**config.mk**
```make
export PLATFORM = sky130hd
export DESIGN_NAME = periodic_timer
export DESIGN_NICKNAME = d
export VERILOG_FILES = /design/src/rtl/tmr_pkg.sv /design/src/rtl/tmr_tick_mux.sv /design/src/rtl/tmr_counter.sv /design/src/rtl/tmr_status.sv /design/src/rtl/periodic_timer.sv
export SDC_FILE = /design/constraint.sdc
export NUM_CORES = 1
export LEC_CHECK = 0
export CAP_MARGIN = 40
export CELL_PAD_IN_SITES_DETAIL_PLACEMENT = 2
export CELL_PAD_IN_SITES_GLOBAL_PLACEMENT = 2
export CORE_ASPECT_RATIO = 0.75
export CORE_MARGIN = 4
export CORE_UTILIZATION = 35
export CTS_BUF_LIST = sky130_fd_sc_hd__clkbuf_16
export CTS_CLUSTER_DIAMETER = 120
export DETAILED_ROUTE_END_ITERATION = 7
export PLACE_DENSITY = 0.86
export SETUP_SLACK_MARGIN = 0.4
export SYNTH_ARGS = -nofsm -noshare
export SYNTH_HDL_FRONTEND = slang
export SYNTH_HIERARCHICAL = 1
export SYNTH_SLANG_ARGS = --single-unit
```
**constraint.sdc**
```tcl
create_clock -name clk -period 4 [get_ports clk]
set_input_delay 0.8 -clock clk [delete_from_list [all_inputs] [get_ports clk]]
set_output_delay 0.8 -clock clk [all_outputs]
set_load 0.03 [all_outputs]
```
**src/rtl/tmr_pkg.sv**
```systemverilog
package tmr_pkg;
  localparam int DATA_W       = 32;
  localparam int OFS_CTRL     = 0;
  localparam int OFS_STAT     = 4;
  localparam int OFS_SRC      = 8;
  localparam int BIT_RUN      = 31;
  localparam int BIT_REPEAT   = 30;
  localparam int BIT_PENDING  = 30;
endpackage

```
**src/rtl/tmr_tick_mux.sv**
```systemverilog
module tmr_tick_mux #(
  parameter int NUM_TICKS = 3,
  parameter int SEL_W     = 2
) (
  input  logic [NUM_TICKS-1:0] tick_i,
  input  logic [SEL_W-1:0]     sel,
  output logic                 tick
);
  always_comb begin
    tick = 1'b0;
    for (int i = 0; i < NUM_TICKS; i++) begin
      if (sel == SEL_W'(i)) tick = tick_i[i];
    end
  end
endmodule

```
**src/rtl/tmr_counter.sv**
```systemverilog
module tmr_counter #(
  parameter int PERIOD_W = 28
) (
  input  logic                clk,
  input  logic                rst,
  input  logic                load,
  input  logic                load_run,
  input  logic                load_repeat,
  input  logic [PERIOD_W-1:0] load_period,
  input  logic                tick,
  output logic                running,
  output logic                repeat_mode,
  output logic [PERIOD_W-1:0] period,
  output logic                hit,
  output logic                expire_q
);
  logic [PERIOD_W-1:0] count;

  assign hit = !load && running && tick && (count <= PERIOD_W'(1));

  always_ff @(posedge clk) begin
    if (rst) begin
      running     <= 1'b0;
      repeat_mode <= 1'b0;
      period      <= '0;
      count       <= '0;
      expire_q    <= 1'b0;
    end else begin
      expire_q <= hit;
      if (load) begin
        running     <= load_run;
        repeat_mode <= load_repeat;
        period      <= load_period;
        count       <= load_period;
      end else if (running && tick) begin
        if (hit) begin
          if (repeat_mode) count <= period;
          else begin
            running <= 1'b0;
            count   <= '0;
          end
        end else begin
          count <= count - PERIOD_W'(1);
        end
      end
    end
  end


  oneshot_stop_chk: assert property (@(posedge clk) disable iff (rst)
    (expire_q && !repeat_mode) |-> !running);

  reload_chk: assert property (@(posedge clk) disable iff (rst)
    (expire_q && repeat_mode) |-> (count == period && running));

  load_chk: assert property (@(posedge clk) disable iff (rst)
    load |=> (count == $past(load_period) && running == $past(load_run) && !expire_q));

  idle_chk: assert property (@(posedge clk) disable iff (rst)
    (!running && !load) |=> ($stable(count) && !expire_q));
endmodule

```
**src/rtl/tmr_status.sv**
```systemverilog
module tmr_status (
  input  logic clk,
  input  logic rst,
  input  logic set,
  input  logic clr,
  output logic pending
);
  always_ff @(posedge clk) begin
    if (rst)      pending <= 1'b0;
    else if (set) pending <= 1'b1;
    else if (clr) pending <= 1'b0;
  end


  set_wins_chk: assert property (@(posedge clk) disable iff (rst)
    set |=> pending);

  clear_chk: assert property (@(posedge clk) disable iff (rst)
    (clr && !set) |=> !pending);
endmodule

```
**src/rtl/periodic_timer.sv**
```systemverilog
module periodic_timer #(
  parameter int NUM_TICKS = 3,
  parameter int PERIOD_W  = 28,
  parameter int ADDR_W    = 4
) (
  input  logic                 clk,
  input  logic                 rst,
  input  logic [NUM_TICKS-1:0] tick_i,
  input  logic                 wr_en,
  input  logic                 rd_en,
  input  logic [ADDR_W-1:0]    addr,
  input  logic [31:0]          wdata,
  output logic [31:0]          rdata,
  output logic                 expiry_o,
  output logic                 irq_o
);
  import tmr_pkg::*;

  localparam int SEL_W = $clog2(NUM_TICKS + 1);

  logic                wr_ctrl, wr_stat, wr_src;
  logic [SEL_W-1:0]    src_q;
  logic                irq_en_q;
  logic                tick_sel;
  logic                running, repeat_mode, hit, pending;
  logic [PERIOD_W-1:0] period;
  logic [DATA_W-1:0]   rd_mux;

  assign wr_ctrl = wr_en && (addr == ADDR_W'(OFS_CTRL));
  assign wr_stat = wr_en && (addr == ADDR_W'(OFS_STAT));
  assign wr_src  = wr_en && (addr == ADDR_W'(OFS_SRC));

  tmr_tick_mux #(.NUM_TICKS(NUM_TICKS), .SEL_W(SEL_W)) u_mux (
    .tick_i (tick_i),
    .sel    (src_q),
    .tick   (tick_sel)
  );

  tmr_counter #(.PERIOD_W(PERIOD_W)) u_cnt (
    .clk         (clk),
    .rst         (rst),
    .load        (wr_ctrl),
    .load_run    (wdata[BIT_RUN]),
    .load_repeat (wdata[BIT_REPEAT]),
    .load_period (wdata[PERIOD_W-1:0]),
    .tick        (tick_sel),
    .running     (running),
    .repeat_mode (repeat_mode),
    .period      (period),
    .hit         (hit),
    .expire_q    (expiry_o)
  );

  tmr_status u_stat (
    .clk     (clk),
    .rst     (rst),
    .set     (hit),
    .clr     (wr_stat && wdata[BIT_PENDING]),
    .pending (pending)
  );

  always_ff @(posedge clk) begin
    if (rst) begin
      src_q    <= '0;
      irq_en_q <= 1'b0;
    end else begin
      if (wr_src)  src_q    <= wdata[SEL_W-1:0];
      if (wr_ctrl) irq_en_q <= wdata[BIT_RUN];
    end
  end

  assign irq_o = pending && irq_en_q;

  always_comb begin
    rd_mux = '0;
    if (addr == ADDR_W'(OFS_CTRL)) begin
      rd_mux[BIT_RUN]        = running;
      rd_mux[BIT_REPEAT]     = repeat_mode;
      rd_mux[PERIOD_W-1:0]   = period;
    end else if (addr == ADDR_W'(OFS_STAT)) begin
      rd_mux[BIT_PENDING]    = pending;
    end else if (addr == ADDR_W'(OFS_SRC)) begin
      rd_mux[SEL_W-1:0]      = src_q;
    end
  end

  always_ff @(posedge clk) begin
    if (rst)        rdata <= '0;
    else if (rd_en) rdata <= rd_mux;
  end


  irq_gate_chk: assert property (@(posedge clk) disable iff (rst)
    (expiry_o && irq_en_q) |-> irq_o);

  reset_out_chk: assert property (@(posedge clk)
    $past(rst) |-> (!expiry_o && !irq_o && rdata == '0));
endmodule

```
Word-level counts from Yosys, hierarchy flattened
Index checks and enable logic that the tools add are counted.
Cells by class
  add/sub/neg operators: 1
  reduce and logical (&&, ||, !) cells: 16
  muxes and demuxes: 20
  $lt $le $gt $ge: 1
  eq/ne operators: 5
Operators by type and width (number)
  2-to-1 mux 28 bit: 4
  less-or-equal comparator 28 x 1 -> 1 bit (second input constant): 1
  subtractor 28 x 1 -> 28 bit (second input constant): 1
  2-to-1 mux 26 bit: 1
  2-to-1 mux 1 bit: 12
  logical AND 1 bit: 9
  2-to-1 mux 2 bit: 3
  nonzero test 2 bit: 3
  equality test 4 x 3 -> 1 bit (second input constant): 1
  equality test 4 bit (second input constant): 1
  zero test 4 bit: 1
  AND reduction 3 bit: 1
  equality test 2 x 1 -> 1 bit (second input constant): 1
  equality test 2 bit (second input constant): 1
  zero test 2 bit: 1
  != test 2 x 1 -> 1 bit (second input constant): 1
  zero test 1 bit: 1
Storage, ports and cells
  bits in registers: 93
  word-level logic and storage cells: 52

Depth between registers and ports, before layout
  depth after elaboration: 9
  gate-level depth with buffers: 13
  mapped depth without buffers: 8

Modules after synthesis
The synthesis kept the hierarchy.
Modules (own cells, without submodules)
  tmr_counter: instances 1, seq. area each 1181.1 um2, area an instance 3256.9 um2, cells each 393
  periodic_timer: instances 1, seq. area each 660.6 um2, area an instance 1493.9 um2, cells each 162
  tmr_status: instances 1, seq. area each 20.0 um2, area an instance 38.8 um2, cells each 4
  tmr_tick_mux: instances 1, seq. area each 0.0 um2, area an instance 22.5 um2, cells each 3

Worst setup path after synthesis
No wires, ideal clock.
  path type: input to register
  from: input port addr[3]
  to: register u_cnt.count[0]
  path buffers: 5
  cell stages on the path: 13
  required time: 3.914 ns
  arrival: 2.910 ns
  slack: 1.003 ns
  library setup time: 0.086 ns
  cell sequence: buf_6 -> nor2_4 -> and3_2 -> clkbuf_1 -> and3b_1 -> clkbuf_1 -> nand4b_4 -> nor4_4 -> and2_1 -> buf_6 -> buf_12 -> nand2_2 -> a221oi_2
Between the ends
  longest elaborated chain between the ends: 9
  elaborated cells between the ends (all ways): 10
  classes of those cells: mux (3); reduce/logical (7)
Ends and longest elaborated chain
  start: declaration: RTL line periodic_timer.sv:11  | input logic [ADDR_W-1:0] addr,
  zero test 4 bit (*): RTL line periodic_timer.sv:29  | assign wr_ctrl = wr_en && (addr == ADDR_W'(OFS_CTRL));
  logical AND 1 bit (*): RTL line periodic_timer.sv:29
  via wr_ctrl: RTL line periodic_timer.sv:21  | logic wr_ctrl, wr_stat, wr_src;
  zero test 1 bit: RTL line tmr_counter.sv:19  | assign hit = !load && running && tick && (count <= PERIOD_W'(1));
  logical AND 1 bit (3 in a row): RTL line tmr_counter.sv:19
  2-to-1 mux 28 bit: RTL line tmr_counter.sv:36  | if (hit) begin
  2-to-1 mux 28 bit: RTL line tmr_counter.sv:35  | end else if (running && tick) begin
  2-to-1 mux 28 bit: RTL line tmr_counter.sv:30  | if (load) begin
  end signal: assignment: RTL line tmr_counter.sv:34  | count <= load_period;
  end signal: assignment: RTL line tmr_counter.sv:37  | if (repeat_mode) count <= period;
  end signal: assignment: RTL line tmr_counter.sv:43  | count <= count - PERIOD_W'(1);
  end: declaration: RTL line tmr_counter.sv:17  | logic [PERIOD_W-1:0] count;
The timed path passes the listed nets; every way through them passes the cells marked *. The select of a mux whose other input is x is not followed.
A chain may end at the register's enable or synchronous reset.

Worst setup path in the final report
  from: input port addr[2]
  to: register u_cnt.count[7]
Between the ends
  longest elaborated chain between the ends: 9
  elaborated cells between the ends (all ways): 10
  classes of those cells: mux (3); reduce/logical (7)
Ends and longest elaborated chain
  zero test 4 bit: RTL line periodic_timer.sv:29
  logical AND 1 bit: RTL line periodic_timer.sv:29
  via wr_ctrl: RTL line periodic_timer.sv:21
  zero test 1 bit: RTL line tmr_counter.sv:19
  logical AND 1 bit (3 in a row): RTL line tmr_counter.sv:19
  via hit: RTL line periodic_timer.sv:25  | logic running, repeat_mode, hit, pending;
  2-to-1 mux 28 bit: RTL line tmr_counter.sv:36
  2-to-1 mux 28 bit: RTL line tmr_counter.sv:35
  2-to-1 mux 28 bit: RTL line tmr_counter.sv:30
The timed path passes the listed nets, and every way through them passes these cells. The select of a mux whose other input is x is not followed.

==> results.md <==
* Outcome: complete, no violations
* Critical-path cell list: clkdlybuf4s50_1, nor2_4, and3_2, and3b_1, nand4b_4, nor4_4, nor2_1, buf_4, a222oi_1, a21oi_1
* Mean number of vias per cell at 5.936
* Startpoint kind of the worst setup timing path: primary input
* Largest fanout of any net on the critical path at 13
* DRC at 0
* Sequential cell fraction of total power at 0.450
* Die Span Y at 109.5 um
* Count of boundary I/O pins at 77
* Horizontal extent of the die at 143.4 um
* Number of resized instances in the post-cts repair step at 0
* Worst-Skew Late Latency at 340 ps
* Maximum clock frequency at 0.2985 GHz
* Total routed wirelength at 17.98 mm
* Standard-cell row count at 36
* Path type of the worst setup path: primary input to register
* Count of state elements after synthesis at 93
* Total power consumption of the routed design at 2.139 mW
* Drt first-iter violations at 274
* Core region area at 13240 sq um
* RSZ-0062 raised after global routing: no
* Total buffers and inverters traversed by the critical path at 2
* Worst voltage drop across the vdd grid at 0.2101 mV
* Cell variety after synth at 75
* Proportion of layout cells with a drive suffix above 1 at 0.09615
* Diodes inserted at 0
* Share of synthesized area occupied by flip-flops and latches at 0.3869
* Pin count of the biggest net entering global routing at 96
* Clk_skew at 4.229 ps
* Crit path arrival time at 3560 ps
* Fraction of synthesis flops using an asynchronous set or reset pin at 0
* GRT overflow at 0
* Vias in the first global route at 5041
* Aggregate negative setup slack at 0 ps
* Net Sw Power at 0.6269 mW
* Internal power summed over all cells at about 1.5 mW
* Post-DR wirelength/cell at 22.61 um
* Largest delay contributor family on the critical path: simple AND/OR/NAND/NOR gates
* Number of buffer cells added on primary ports at 72
* Number of hold violations in the final report at 0
* Vias after detailed routing at 4719
* Clock transition at the register clock pins on the worst setup and hold paths after CTS at 60 ps
* Worst Setup End Kind: register
* Count of antenna-violating nets left after detailed routing at 0
* Slowest stage cell, crit path: sky130_fd_sc_hd__clkdlybuf4s50_1
* Clock tree from TritonCTS: yes
* Required time reported for the critical path endpoint at around 4200 ps
* Initial Utilization at 0.3634
* Die outline area at 15710 sq um
* Number of detailed-routing iterations run before antenna repair at 5
* Initial antenna violation count at 0
* Synthesized instance count at 562
* Layout overhead on the synthesized area at 22.85%
* Clock network fraction of total power at 0.372
* Combinational Power Share at 0.178
* Area used by multi-input combinational logic at between 2000 and 3000 sq um
* Post-CTS setup buffer count at 0
* GP Congestion at 0.8879
* Fin. max-slew vios at 0
* Number of sinks handled by clock tree synthesis at 93
* Fill cells at 1440
* Global-route wire length before repair at 28.43 mm
* Delay of the slowest cell on the worst path at 610 ps
* Period Utilization, post-route at 0.8374
* Count of hold buffers inserted by post-cts repair at 0
* Final net count at 664
* Number of max-cap violations at 0
* Main synth FF type: sky130_fd_sc_hd__dfxtp_1
* Worst slew slack as a fraction of its limit at 0.4483
* Maximum root-to-sink buffer count at 2
* Synth Warn # at 6
* R2R setup slack at approximately 1200 ps
* Setup violations, final at 0
* Leakage power at 1.988 nW
* Storage cell area at around 1900 sq um
* Maximum level of the CTS H-tree at 3
* HPWL after detailed placement at 12.44 mm
* Number of synthesized flops with an enable pin at 0
* Post-Syn Area at roughly 4800 sq um
* Num CTS Buffers at 9
* Power density over the cells at 361.7 nW/um^2
* Global-route usage over all layers at 0.2319
* Time the worst path needs with I/O delays and setup at 3350 ps
* Switching share of total power at 0.2931
* Worst-Margin Slew at 824.5 ps
* Path type of the worst min-delay path: register to register
* Cell chosen for the clock root: sky130_fd_sc_hd__clkbuf_16
* Mapped Avg Cell Area at 8.562 sq um
## cell type report
type | count | area share
Tap cell | 171 | 0.03619
Multi-Input combinational cell | 409 | 0.4419
Timing Repair Buffer | 92 | 0.1528
Clock inverter | 7 | 0.007196
Inverter | 14 | 0.008889
Clock buffer | 9 | 0.03810
Sequential cell | 93 | 0.3149
## worst paths after layout
kind | start | end | cells after the start
max | addr[2] | u_cnt/count[7] | 10
min | rdata[0] | rdata[0] | 2
max reg2reg | src_q[0] | u_cnt/count[7] | 9
min reg2reg | rdata[0] | rdata[0] | 2
## power by group through the flow
stage          Clock, mW  Sequential (mW)  Combinational, mW
6_report           0.796            0.962              0.380
5_1_grt            0.852            0.964              0.408
4_1_cts            0.811            0.961              0.375
3_5_place_dp           0            0.982              0.369
3_3_place_gp           0            0.980              0.355
2_1_floorplan          0            0.974              0.239
## per-layer routing
| layer | GRT usage | part of all wire | up-vias |
|---|---|---|---|
| li1 | - | - | 2183 |
| met1 | 0.3125 | 0.46 | 2383 |
| met2 | 0.3816 | 0.47 | 123 |
| met3 | 0.03826 | 0.049 | 30 |
| met4 | 0.07325 | 0.017 | 0 |
| met5 | 0 | 0 | - |
## worst register-to-register path: stages (launching register included)
cell and delay [ps]:
sky130_fd_sc_hd__dfxtp_1 410, sky130_fd_sc_hd__mux2i_1 90, sky130_fd_sc_hd__o21ai_1 340, sky130_fd_sc_hd__and3b_1 310
sky130_fd_sc_hd__nand4b_4 170, sky130_fd_sc_hd__nor4_4 350, sky130_fd_sc_hd__nor2_1 260, sky130_fd_sc_hd__buf_4 280
sky130_fd_sc_hd__a222oi_1 350, sky130_fd_sc_hd__a21oi_1 150
## cell usage after synthesis (3+ instances only)
master,n,area share
sky130_fd_sc_hd__clkbuf_1,21,0.016
sky130_fd_sc_hd__buf_2,8,0.0083
sky130_fd_sc_hd__mux2i_1,29,0.060
sky130_fd_sc_hd__buf_1,3,0.0023
sky130_fd_sc_hd__or3_1,7,0.0091
sky130_fd_sc_hd__a21oi_1,51,0.053
sky130_fd_sc_hd__o21ai_0,18,0.019
sky130_fd_sc_hd__dfxtp_1,93,0.39
sky130_fd_sc_hd__nor3_1,16,0.017
sky130_fd_sc_hd__nand4_1,34,0.044
sky130_fd_sc_hd__mux2_2,3,0.0070
sky130_fd_sc_hd__a31oi_1,8,0.010
sky130_fd_sc_hd__buf_6,9,0.021
sky130_fd_sc_hd__nor4_4,3,0.013
sky130_fd_sc_hd__and2_1,4,0.0052
sky130_fd_sc_hd__nor4_1,12,0.016
sky130_fd_sc_hd__a22oi_1,6,0.0094
sky130_fd_sc_hd__a221oi_1,3,0.0055
sky130_fd_sc_hd__buf_4,5,0.0078
sky130_fd_sc_hd__nor2_1,51,0.040
sky130_fd_sc_hd__nand2b_1,37,0.048
sky130_fd_sc_hd__o211ai_1,4,0.0062
sky130_fd_sc_hd__nand2_1,45,0.035
sky130_fd_sc_hd__inv_1,14,0.011
sky130_fd_sc_hd__a222oi_1,3,0.0062
sky130_fd_sc_hd__nand3_1,4,0.0042
sky130_fd_sc_hd__o41ai_1,3,0.0055
## metrics by stage
| stage | setup slack [ps] | area (sq um) | util | std cells | hold slack, ps |
|---|---|---|---|---|---|
| floorplan | 1003 | 4816 | - | 563 | 443.6 |
| global placement | 504.8 | 5644 | 0.4262 | 779 | 445.6 |
| detailed placement | 478.4 | 5644 | 0.4262 | 779 | 450.7 |
| CTS | 683.6 | 5912 | 0.4464 | 795 | 466.8 |
| global route | 559.7 | 5912 | 0.4464 | 795 | 495.3 |
| finish | 650.3 | 5912 | 0.4464 | 795 | 460.8 |
## cell families (layout without fill, tap and decap cells)
group,Yosys count,after routing,share of synthesized area
AOI/OAI and AO/OA,136,136,0.1911
adders and majority gates,2,2,0.005199
muxes,33,33,0.06968
and+or+nand+nor,234,234,0.2717
buffers and inverters,61,122,0.07099
DFF,93,93,0.3869
xor gates and xnor gates,2,2,0.003641
other,1,2,0.0007793
## flip-flops by register name (all words and copies together), names as in the netlist
name and flops:
u_cnt/period 28, rdata 30, u_cnt/repeat_mode 1, u_cnt/expire_q 1
u_cnt/running 1, irq_en_q 1, src_q 2, u_stat/pending 1
u_cnt/count 28
## placed cells by master (no fill, tap or decap), types with 3 or more instances in the layout
cell type | netlist | layout
sky130_fd_sc_hd__a221oi_1 | 3 | 3
sky130_fd_sc_hd__mux2i_1 | 29 | 29
sky130_fd_sc_hd__clkinv_2 | 0 | 3
sky130_fd_sc_hd__a222oi_1 | 3 | 3
sky130_fd_sc_hd__buf_12 | 1 | 3
sky130_fd_sc_hd__nor3_1 | 16 | 16
sky130_fd_sc_hd__o211ai_1 | 4 | 4
sky130_fd_sc_hd__and2_1 | 4 | 4
sky130_fd_sc_hd__nand4_1 | 34 | 34
sky130_fd_sc_hd__nand2b_1 | 37 | 37
sky130_fd_sc_hd__a22oi_1 | 6 | 6
sky130_fd_sc_hd__a31oi_1 | 8 | 8
sky130_fd_sc_hd__clkbuf_16 | 0 | 9
sky130_fd_sc_hd__dfxtp_1 | 93 | 93
sky130_fd_sc_hd__o41ai_1 | 3 | 3
sky130_fd_sc_hd__nor2_1 | 51 | 51
sky130_fd_sc_hd__nor4_4 | 3 | 3
sky130_fd_sc_hd__clkdlybuf4s50_1 | 0 | 71
sky130_fd_sc_hd__nand3_1 | 4 | 4
sky130_fd_sc_hd__nand2_1 | 45 | 45
sky130_fd_sc_hd__a21oi_1 | 51 | 51
sky130_fd_sc_hd__buf_4 | 5 | 17
sky130_fd_sc_hd__or3_1 | 7 | 7
sky130_fd_sc_hd__nor4_1 | 12 | 12
sky130_fd_sc_hd__mux2_2 | 3 | 3
sky130_fd_sc_hd__o21ai_0 | 18 | 18
sky130_fd_sc_hd__inv_1 | 14 | 15
Power figures use the tool's default switching activity.
